### src/rtl/expmul_pkg.sv
package expmul_pkg;

   localparam int SP_W    = 32;
   localparam int SP_EW   = 8;
   localparam int SP_MW   = 23;
   localparam int SP_BIAS = 127;

   typedef struct packed {
      logic             sgn;
      logic [SP_EW-1:0] ex;
      logic [SP_MW-1:0] man;
   } sp_t;

   localparam logic [SP_EW-1:0] EX_SPECIAL = '1;

endpackage

### src/rtl/expmul_scalar_q.sv
module expmul_scalar_q
   import expmul_pkg::*;
#(
   parameter int INT_W         = 8,
   parameter int FRAC_W        = 8,
   parameter bit ROUND_NEAREST = 1'b1
) (
   input  logic             clk,
   input  logic             rst_n,
   input  logic [SP_W-1:0]  x_i,
   output logic [SP_EW-1:0] k_o
);

   localparam int FX_W   = INT_W + FRAC_W;
   localparam int MANT_W = SP_MW + 1;
   localparam int WIDE_W = FX_W + MANT_W;
   localparam int Y_W    = FX_W + 1;
   localparam int R_W    = FX_W + 2;
   localparam logic [R_W-1:0] K_MAX = R_W'((1 << SP_EW) - 1);

   if (FRAC_W < 4) begin : g_chk_frac
      $error("expmul_scalar_q: FRAC_W must be at least 4");
   end
   if (INT_W < 1) begin : g_chk_int
      $error("expmul_scalar_q: INT_W must be at least 1");
   end
   if (R_W <= SP_EW) begin : g_chk_range
      $error("expmul_scalar_q: fixed-point width too small for k");
   end

   sp_t               xs;
   logic [FX_W-1:0]   mag;
   logic [WIDE_W-1:0] wide;
   logic              sat;
   int                shamt;
   logic [Y_W-1:0]    y;
   logic [R_W-1:0]    r;
   logic [R_W-1:0]    q;
   logic [SP_EW-1:0]  k_d;

   assign xs = sp_t'(x_i);

   // float -> unsigned fixed magnitude, truncating, saturating
   always_comb begin
      sat   = 1'b0;
      mag   = '0;
      wide  = '0;
      shamt = int'(xs.ex) - (SP_BIAS + SP_MW) + FRAC_W;
      if (!xs.sgn) begin
         mag = '0;
      end else if (xs.ex == EX_SPECIAL) begin
         sat = 1'b1;
      end else if (xs.ex == '0) begin
         mag = '0;
      end else if (shamt >= 0) begin
         if (shamt > FX_W) begin
            sat = 1'b1;
         end else begin
            wide = {{FX_W{1'b0}}, 1'b1, xs.man} << shamt;
            if (|wide[WIDE_W-1:FX_W]) sat = 1'b1;
            else                      mag = wide[FX_W-1:0];
         end
      end else if (-shamt < MANT_W) begin
         wide = {{FX_W{1'b0}}, 1'b1, xs.man} >> (-shamt);
         if (|wide[WIDE_W-1:FX_W]) sat = 1'b1;
         else                      mag = wide[FX_W-1:0];
      end
      if (sat) mag = '1;
   end

   // m * log2(e) ~ m + m/2 - m/16
   assign y = Y_W'(mag) + Y_W'(mag >> 1) - Y_W'(mag >> 4);

   if (ROUND_NEAREST) begin : g_round_near
      localparam logic [R_W-1:0] HALF = R_W'(1) << (FRAC_W - 1);
      assign r = {1'b0, y} + HALF;
   end else begin : g_round_trunc
      assign r = {1'b0, y};
   end

   assign q   = r >> FRAC_W;
   assign k_d = (q > K_MAX) ? K_MAX[SP_EW-1:0] : q[SP_EW-1:0];

   always_ff @(posedge clk) begin
      if (!rst_n) k_o <= '0;
      else        k_o <= k_d;
   end

endmodule

### src/rtl/expmul_lane.sv
module expmul_lane
   import expmul_pkg::*;
(
   input  logic [SP_EW-1:0] k_i,
   input  logic [SP_W-1:0]  d_i,
   output logic [SP_W-1:0]  d_o
);

   sp_t din;
   sp_t dout;

   assign din = sp_t'(d_i);

   always_comb begin
      dout = din;
      if (k_i == '0 || din.ex == EX_SPECIAL) begin
         dout = din;
      end else if (din.ex <= k_i) begin
         dout.sgn = din.sgn;
         dout.ex  = '0;
         dout.man = '0;
      end else begin
         dout.ex = din.ex - k_i;
      end
   end

   assign d_o = dout;

endmodule

### src/rtl/expmul_vec.sv
module expmul_vec
   import expmul_pkg::*;
#(
   parameter int LANES         = 4,
   parameter int INT_W         = 8,
   parameter int FRAC_W        = 8,
   parameter bit ROUND_NEAREST = 1'b1
) (
   input  logic                  clk,
   input  logic                  rst_n,
   input  logic                  in_valid,
   input  logic [SP_W-1:0]       in_x,
   input  logic [LANES*SP_W-1:0] in_vec,
   output logic                  out_valid,
   output logic [LANES*SP_W-1:0] out_vec
);

   localparam int VEC_W = LANES * SP_W;

   if (LANES < 1) begin : g_chk_lanes
      $error("expmul_vec: LANES must be at least 1");
   end

   logic [SP_EW-1:0] s1_k;
   logic             s1_valid;
   logic [VEC_W-1:0] s1_vec;
   logic [VEC_W-1:0] lane_res;

   expmul_scalar_q #(
      .INT_W         (INT_W),
      .FRAC_W        (FRAC_W),
      .ROUND_NEAREST (ROUND_NEAREST)
   ) u_scalar (
      .clk   (clk),
      .rst_n (rst_n),
      .x_i   (in_x),
      .k_o   (s1_k)
   );

   always_ff @(posedge clk) begin
      if (!rst_n) begin
         s1_valid <= 1'b0;
         s1_vec   <= '0;
      end else begin
         s1_valid <= in_valid;
         s1_vec   <= in_vec;
      end
   end

   for (genvar li = 0; li < LANES; li++) begin : g_lane
      expmul_lane u_lane (
         .k_i (s1_k),
         .d_i (s1_vec[li*SP_W +: SP_W]),
         .d_o (lane_res[li*SP_W +: SP_W])
      );
   end

   always_ff @(posedge clk) begin
      if (!rst_n) begin
         out_valid <= 1'b0;
         out_vec   <= '0;
      end else begin
         out_valid <= s1_valid;
         out_vec   <= lane_res;
      end
   end

endmodule

### config.mk
export PLATFORM = sky130hd
export DESIGN_NAME = expmul_vec
export DESIGN_NICKNAME = d
export VERILOG_FILES = /design/src/rtl/expmul_pkg.sv /design/src/rtl/expmul_scalar_q.sv /design/src/rtl/expmul_lane.sv /design/src/rtl/expmul_vec.sv
export SDC_FILE = /design/constraint.sdc
export NUM_CORES = 1
export LEC_CHECK = 0
export ABC_AREA = 1
export BUFFER_PORTS_ARGS = -buffer_cell sky130_fd_sc_hd__buf_2
export CAP_MARGIN = 20
export CORE_MARGIN = 2
export CORE_UTILIZATION = 56
export DETAILED_ROUTE_END_ITERATION = 12
export GPL_TIMING_DRIVEN = 0
export PLACE_DENSITY_LB_ADDON = 0.12
export SYNTH_ARGS = -nofsm -noshare
export SYNTH_HDL_FRONTEND = slang
export SYNTH_SLANG_ARGS = --single-unit
export TNS_END_PERCENT = 30
### constraint.sdc
create_clock -name clk -period 9.4 [get_ports clk]
set_clock_uncertainty 0.2 [all_clocks]
set_input_delay 0.47 -clock clk [delete_from_list [all_inputs] [get_ports clk]]
set_output_delay 0.47 -clock clk [all_outputs]
set_load 0.01 [all_outputs]
==> metrics.log, run 1 <==
[metrics] status: complete, no violations
[metrics] via-per-instance ratio: 5.24
[metrics] initial standard-cell utilization of the core: 56.5%
[metrics] total via count in the routed design: 16.3k
[metrics] Synthesis Warnings: 0
[metrics] DR iter-0 viols: 1288
[metrics] Yosys reg bits: 266
[metrics] post-synthesis cell count: 2300
[metrics] type of the tightest min-delay check: reg2reg
[metrics] standard-cell rows: 60
[metrics] die outline width: 168 µm
[metrics] critical path launch point type: input pin
[metrics] slowest CP cell: fa_1
[metrics] wire length of the first global-routing pass: 78.4 mm
[metrics] maximum number of pins on one net before global-route repair: 16
[metrics] min Tclk post-route: 8.56 ns
[metrics] pwr/cell area: 206 mW/mm²
[metrics] IO Count: 292
[metrics] most prevalent standard cell on the critical path: nand2_1
[metrics] family with the most delay on the worst path: simple AND/OR/NAND/NOR gates
[metrics] setup repair after global routing missed its margin: no
[metrics] top post-synthesis cells by area: dfxtp_1 (35%), nand2_1 (16%), inv_1 (10%)
[metrics] maximum fanout encountered on the critical timing path: 11
[metrics] fraction of final layout cells sized beyond drive strength 1: 15.2%
[metrics] post-synthesis cell type with the largest combined area: dfxtp_1
[metrics] placed wire-length estimate: 35.2 mm
[metrics] Post-Syn Area: 0.0151 mm²
[metrics] TNS Setup: 0 ns
[metrics] Die ar.: 0.0283 mm²
[metrics] CTS H-Tree Depth: 1
[metrics] share of synthesized area occupied by flip-flops and latches: 35.3%
[metrics] largest family of logic cells by synthesized area: simple AND/OR/NAND/NOR gates
[metrics] buffer cell driving the clock tree root: clkbuf_16
[metrics] critical path start-end classification: in2reg
[metrics] Avg Synthesized Cell Area: 6.57 µm²
[metrics] Synth Flop Type: dfxtp_1
[metrics] Max Cap Viol: 0
[metrics] floorplan core area: 0.0267 mm²
[metrics] post-synthesis xor/xnor area fraction: 1.22%
[metrics] largest stage delay on the critical path: 0.55 ns
[metrics] via count of the first global-routing pass: 15.8k
[metrics] Tot GR Track Use: 34.1%
[metrics] input/output buffers: 290
[metrics] critical path data required time: 9.67 ns
[metrics] Clk Latency, worst-skew pair: 0.54 ns
[metrics] Simple-Gate Fraction of Synth Area: 35.1%
[metrics] remaining antenna violation count: 0
[metrics] final number of hold-violating endpoints: 0
[metrics] share of the synthesized area in the top cell type: 35.3%
[metrics] DRC: 0
[metrics] TritonCTS sink count: 266
[metrics] count of flip-flops with a built-in enable after synthesis: 0
[metrics] multiplexer fraction of the synthesized cell area: 0.141%
[metrics] worst slew margin relative to its limit: 38.2%
[metrics] slew at the pin closest to its max-slew limit: 0.921 ns
[metrics] number of pins exceeding their max-slew limit in the final report: 0
[metrics] count of final setup violators: 0
[metrics] number of distinct standard cells referenced by the synthesized netlist: 56
[metrics] initial antenna violation count: 7
[metrics] Max Clock Freq: 117 MHz
[metrics] clock input transition at the sequential cells of the worst setup and hold paths: 0.07 ns
[metrics] count of TritonRoute iterations in the first routing pass: 7
[metrics] aggregate routed wire length: 50.1 mm
[metrics] Net Count, Synth: 2545
[metrics] Worst IR Drop VDD: 0.166 mV
[metrics] TritonCTS clock tree: yes
[metrics] arrival time at the worst endpoint: 8.83 ns
[metrics] Post-layout nets: 2996
[metrics] GR Overflow Total: 0
[metrics] Final Cycle Share: 91.1%
[metrics] share of the synthesized area in compound gates (AO/OA/AOI/OAI): 8.13%
[metrics] growth of design area from synthesis to finish: 27.2%
[metrics] worst-case clock buffer depth: 3
[metrics] number of clock buffers inserted by TritonCTS: 26
[metrics] proportion of register bits with asynchronous set or reset after synthesis: 0%
[metrics] average wire per cell in the routed design: 16.1 µm
[metrics] adder-cell area share of the yosys netlist: 7.49%
[metrics] Final GP Congestion: 0.983
[metrics] Lkg Pwr: 10.7 nW
[metrics] CP bufs+invs: 9
[metrics] Critical Path Sink Type: register
[metrics] Core Util, Final: 71.9%
[metrics] height of the die: 168 µm
[per-layer routing]
metal  vias to the layer above  track usage (%)  wire length, µm
met2                       703             61.2            24600
li1                       8044                -                -
met5                         -                0               23
met4                         4             15.0             2290
met3                       192             5.38             3190
met1                      7392             40.1            20000
[synth_stat cells, drive strengths merged (14+ instances only)]
| master | number |
|---|---|
| nand4 | 44 |
| o21ai | 81 |
| nand2 | 668 |
| ha | 68 |
| dfxtp | 266 |
| fa | 14 |
| buf | 18 |
| nor2 | 270 |
| nand3 | 181 |
| a21oi | 69 |
| clkbuf | 59 |
| nor3 | 28 |
| inv | 423 |
[worst register-to-register path, delay by kind of cell, from the launching register on]
family,cells,cell delay (ns)
buffers and inverters,4,0.75
AO/OA/AOI/OAI,5,1.58
AND/OR/NAND/NOR,4,0.39
flip-flops,1,0.53
adder cells (fa/ha/maj),2,0.65
[path summary, 6_finish.rpt]
check	from	slack, ns	cells past startpoint	endpoint
worst min-delay path	s1_vec[99]$_SDFF_PN0_	0.20	2	out_vec[99]$_SDFF_PN0_
worst max-delay path	in_x[24]	0.84	57	u_scalar.k_o[4]$_SDFF_PN0_
worst min register to register	s1_vec[99]$_SDFF_PN0_	0.20	2	out_vec[99]$_SDFF_PN0_
worst max register to register	u_scalar.k_o[0]$_SDFF_PN0_	5.13	15	out_vec[36]$_SDFF_PN0_
[kinds of logic after synthesis]
logic type	count (synthesis)
AOI/OAI and AO/OA	207
xor gates and xnor gates	21
adders and majority gates	82
buffers and inverters	505
DFF	266
muxes	2
and+or+nand+nor	1217
[state kept, by name, indices dropped and copies added (netlist names)]
signal / cells
out_vec: 128
s1_vec: 128
out_valid: 1
u_scalar.k_o: 8
s1_valid: 1
[what timing repair did]
item / in CTS / in global routing
endpoints found under the setup margin: 0 / 8
hold buffers: 128 / 1
resized for setup: 0 / 10
buffers inserted: 0 / 4
hold endpoints to repair: 128 / 1
[layout make-up]
class                      count  area [µm²]
antenna                        5        12.5
buffer                        77         304
tap                          341         427
fill                        2108        7520
clock inverter                14         191
clock buffer                  32         673
sequential                   266        5330
timing repair buffer         423        2770
multi-input combinational   1529        7890
inverter                     428        1610
[report_power, final]
group	leakage [nW]	internal [mW]	total (mW)	switching, mW
Combinational	8.06	0.574	1.60	1.02
Sequential	2.19	1.25	1.30	0.0498
Clock	0.424	0.623	1.06	0.440
Total	10.7	2.44	3.96	1.51
[placed cells by master, fill, tap and decap left out, drive strengths merged, types with 8 or more instances in the layout]
cell and count:
nor2 270, nand3b 8, dfxtp 266, inv 425, a31oi 8, ha 68, o21ai 81, clkbuf 91
nand2 668, o211ai 8, buf 312, a21oi 69, dlygate4sd3 129, nand3 181, nand4 44, xor2 13
nor3 28, fa 14, nor4 9, xnor2 8, clkinv 12
[metrics by stage]
stage | setup WS (ns) | std cells | cell area (µm²) | hold WS (ns) | power [mW]
6_report | 0.838 | 3115 | 19200 | 0.199 | 3.96
2_1_floorplan | 1.60 | 2300 | 15100 | 0.190 | 2.41
3_3_place_gp | -0.186 | 2931 | 17000 | 0.194 | 2.79
4_1_cts | 0.231 | 3105 | 19100 | 0.00339 | 3.91
3_5_place_dp | -0.282 | 2931 | 17000 | 0.199 | 2.82
5_1_grt | 0.0719 | 3113 | 19200 | 0.223 | 4.22
Power figures use the tool's default switching activity.
==> inputs of run 2 (changes only) <==
clock period = 10.1 ns   (was 9.4 ns; I/O delays follow)
==> run 2 against run 1 <==
Compared with the run above:
- hold slack worse by 0.19 ns
- global-route usage is 0.090 points lower
- critical path depth stayed put
- sequential power is 7% lower
- clock power is 7% lower
- non-clock buffer count is 10 lower
- count of clock-buffer cells in the layout stayed put
- register-to-register slack better by 0.76 ns
- combinational power is 8% lower
==> metrics.log, run 2 (same netlist as run 1, synthesis figures left out) <==
[metrics] status: complete, no violations
[metrics] arrival time at the worst endpoint: 9.38 ns
[metrics] input/output buffers: 290
[metrics] Reg-to-Reg End: out_vec[40]$_SDFF_PN0_
[metrics] Worst IR Drop VDD: 0.157 mV
[metrics] remaining antenna violation count: 0
[metrics] Tot GR Track Use: 34.0%
[metrics] total placed instance area: 0.0170 mm²
[metrics] post-route cell area: 0.0191 mm²
[metrics] Clk Latency, worst-skew pair: 0.54 ns
[metrics] Lkg Pwr: 10.6 nW
[metrics] via-per-instance ratio: 5.22
[metrics] setup repair after global routing missed its margin: no
[metrics] Max Cap Viol: 0
[metrics] standard-cell rows: 60
[metrics] Max Clock Freq: 110 MHz
[metrics] largest stage delay on the critical path: 0.50 ns
[metrics] clock input transition at the sequential cells of the worst setup and hold paths: 0.06 ns
[metrics] via count of the first global-routing pass: 15.7k
[metrics] aggregate routed wire length: 49.8 mm
[metrics] maximum fanout encountered on the critical timing path: 11
[metrics] final number of hold-violating endpoints: 0
[metrics] family with the most delay on the worst path: simple AND/OR/NAND/NOR gates
[metrics] cells on worst reg2reg path: 15
[metrics] initial antenna violation count: 7
[metrics] min Tclk post-route: 9.11 ns
[metrics] most prevalent standard cell on the critical path: nand2_1
[metrics] critical path data required time: 10.36 ns
[metrics] die outline width: 168 µm
[metrics] post-placement worst setup slack: 0.383 ns
[metrics] R2R Path Start: u_scalar.k_o[0]$_SDFF_PN0_
[metrics] floorplan core area: 0.0267 mm²
[metrics] Final GP Congestion: 0.983
[metrics] Final Cycle Share: 90.2%
[metrics] buffer cell driving the clock tree root: clkbuf_16
[metrics] total stage count of the critical path: 57
[metrics] IO Count: 292
[metrics] worst slew margin relative to its limit: 37.1%
[metrics] number of clock buffers inserted by TritonCTS: 26
[metrics] wire length of the first global-routing pass: 78.2 mm
[metrics] Critical Path Sink Type: register
[metrics] critical path launch point type: input pin
[metrics] number of pins exceeding their max-slew limit in the final report: 0
[metrics] total via count in the routed design: 16.2k
[metrics] CP bufs+invs: 8
[metrics] worst hold path stage count: 3
[metrics] most common cell after layout, fill and taps aside: nand2_1
[metrics] slowest CP cell: ha_1
[metrics] registers with the most flip-flops: out_vec (128), s1_vec (128), u_scalar.k_o (8)
[metrics] TritonCTS sink count: 266
[metrics] average wire per cell in the routed design: 16.0 µm
[metrics] height of the die: 168 µm
[metrics] slew at the pin closest to its max-slew limit: 0.937 ns
[metrics] CTS H-Tree Depth: 1
[metrics] initial standard-cell utilization of the core: 56.5%
[metrics] maximum number of pins on one net before global-route repair: 16
[metrics] crit path setup slack, layout: 0.989 ns
[metrics] critical path start-end classification: in2reg
[metrics] count of TritonRoute iterations in the first routing pass: 6
[metrics] Die ar.: 0.0283 mm²
[metrics] DRC: 0
[metrics] GR Overflow Total: 0
[metrics] placed wire-length estimate: 35.2 mm
[metrics] growth of design area from synthesis to finish: 26.4%
[metrics] number of buffers added for setup after CTS: 0
[metrics] TritonCTS clock tree: yes
[metrics] pwr/cell area: 193 mW/mm²
[metrics] count of final setup violators: 0
[metrics] worst-case clock buffer depth: 3
[metrics] commonest non-fill, non-tap cells in the layout: nand2_1 (636), inv_1 (415), buf_2 (295)
[metrics] Post-layout nets: 2986
[metrics] DR iter-0 viols: 1345
[metrics] worst reg-to-reg setup slack: 5.89 ns
[metrics] hold path startpoint: in_vec[89]
[metrics] terminating pin of the worst hold path: s1_vec[89]$_SDFF_PN0_
[metrics] TNS Setup: 0 ns
[metrics] type of the tightest min-delay check: in2reg
[metrics] fraction of final layout cells sized beyond drive strength 1: 15.0%
==> run 2: changes by cell type in the layout (fill, tap and decap cells not counted), sizes merged <==
cell         previous run  this run
buf                   312       308
dlygate4sd3           129       123
==> run 2: worst max path at each step <==
stage,from,endpoint
5_1_grt,in_x[24],u_scalar.k_o[3]$_SDFF_PN0_
4_1_cts,in_x[24],u_scalar.k_o[4]$_SDFF_PN0_
2_1_floorplan,in_x[24],u_scalar.k_o[0]$_SDFF_PN0_
6_report,in_x[24],u_scalar.k_o[4]$_SDFF_PN0_
3_5_place_dp,in_x[24],u_scalar.k_o[4]$_SDFF_PN0_
3_3_place_gp,in_x[24],u_scalar.k_o[2]$_SDFF_PN0_
==> run 2: final cells by class <==
type	instances	area, µm²
Antenna cell	5	12.5
Buffer	77	300
Clock buffer	32	673
Clock inverter	14	191
Fill cell	2127	7640
Inverter	428	1610
Multi-Input combinational cell	1529	7870
Sequential cell	266	5330
Tap cell	341	427
Timing Repair Buffer	413	2680
==> run 2: per-layer routing <==
metal | routed length, µm | part of all wire [%] | vias to the layer above | global-route usage [%]
li1 | - | - | 8013 | -
met1 | 20000 | 40 | 7327 | 40.2
met2 | 24500 | 49 | 687 | 61.1
met3 | 3260 | 6.5 | 173 | 5.41
met4 | 2050 | 4.1 | 4 | 14.1
met5 | 23 | 0.046 | - | 0
==> run 2: timing repair <==
action | in CTS | in global routing
resized for setup | 0 | 2
hold buffers | 123 | 0
hold endpoints to repair | 123 | 0
endpoints found under the setup margin | 0 | 8
==> run 2: worst register-to-register path, stage by stage (launching register included) <==
cell and delay, ns:
dfxtp_1 0.52, ha_1 0.24, inv_1 0.06, fa_1 0.41
a221o_1 0.34, inv_1 0.09, nor2_1 0.06, nor2_1 0.08
inv_1 0.06, a21oi_1 0.20, nor2_1 0.09, o21ai_0 0.18
a32oi_1 0.15, o21ai_1 0.68, clkbuf_1 0.53, nor2_1 0.16
==> run 2: report_power, final <==
| group | internal (mW) | switching [mW] | leakage (nW) |
|---|---|---|---|
| sequential | 1.16 | 0.0460 | 2.19 |
| clock | 0.580 | 0.408 | 0.424 |
| combinational | 0.532 | 0.952 | 8.01 |
| total | 2.27 | 1.41 | 10.6 |
==> run 2: per-stage QoR <==
stage               cells  hold slack [ns]  total power [mW]  utilization [%]
floorplan            2300            0.190              2.24                -
global placement     2931            0.194              2.59             63.5
detailed placement   2931            0.199              2.62             63.5
CTS                  3100          0.00182              3.64             71.4
global route         3103          0.00870              3.92             71.4
finish               3105          0.00693              3.68             71.4
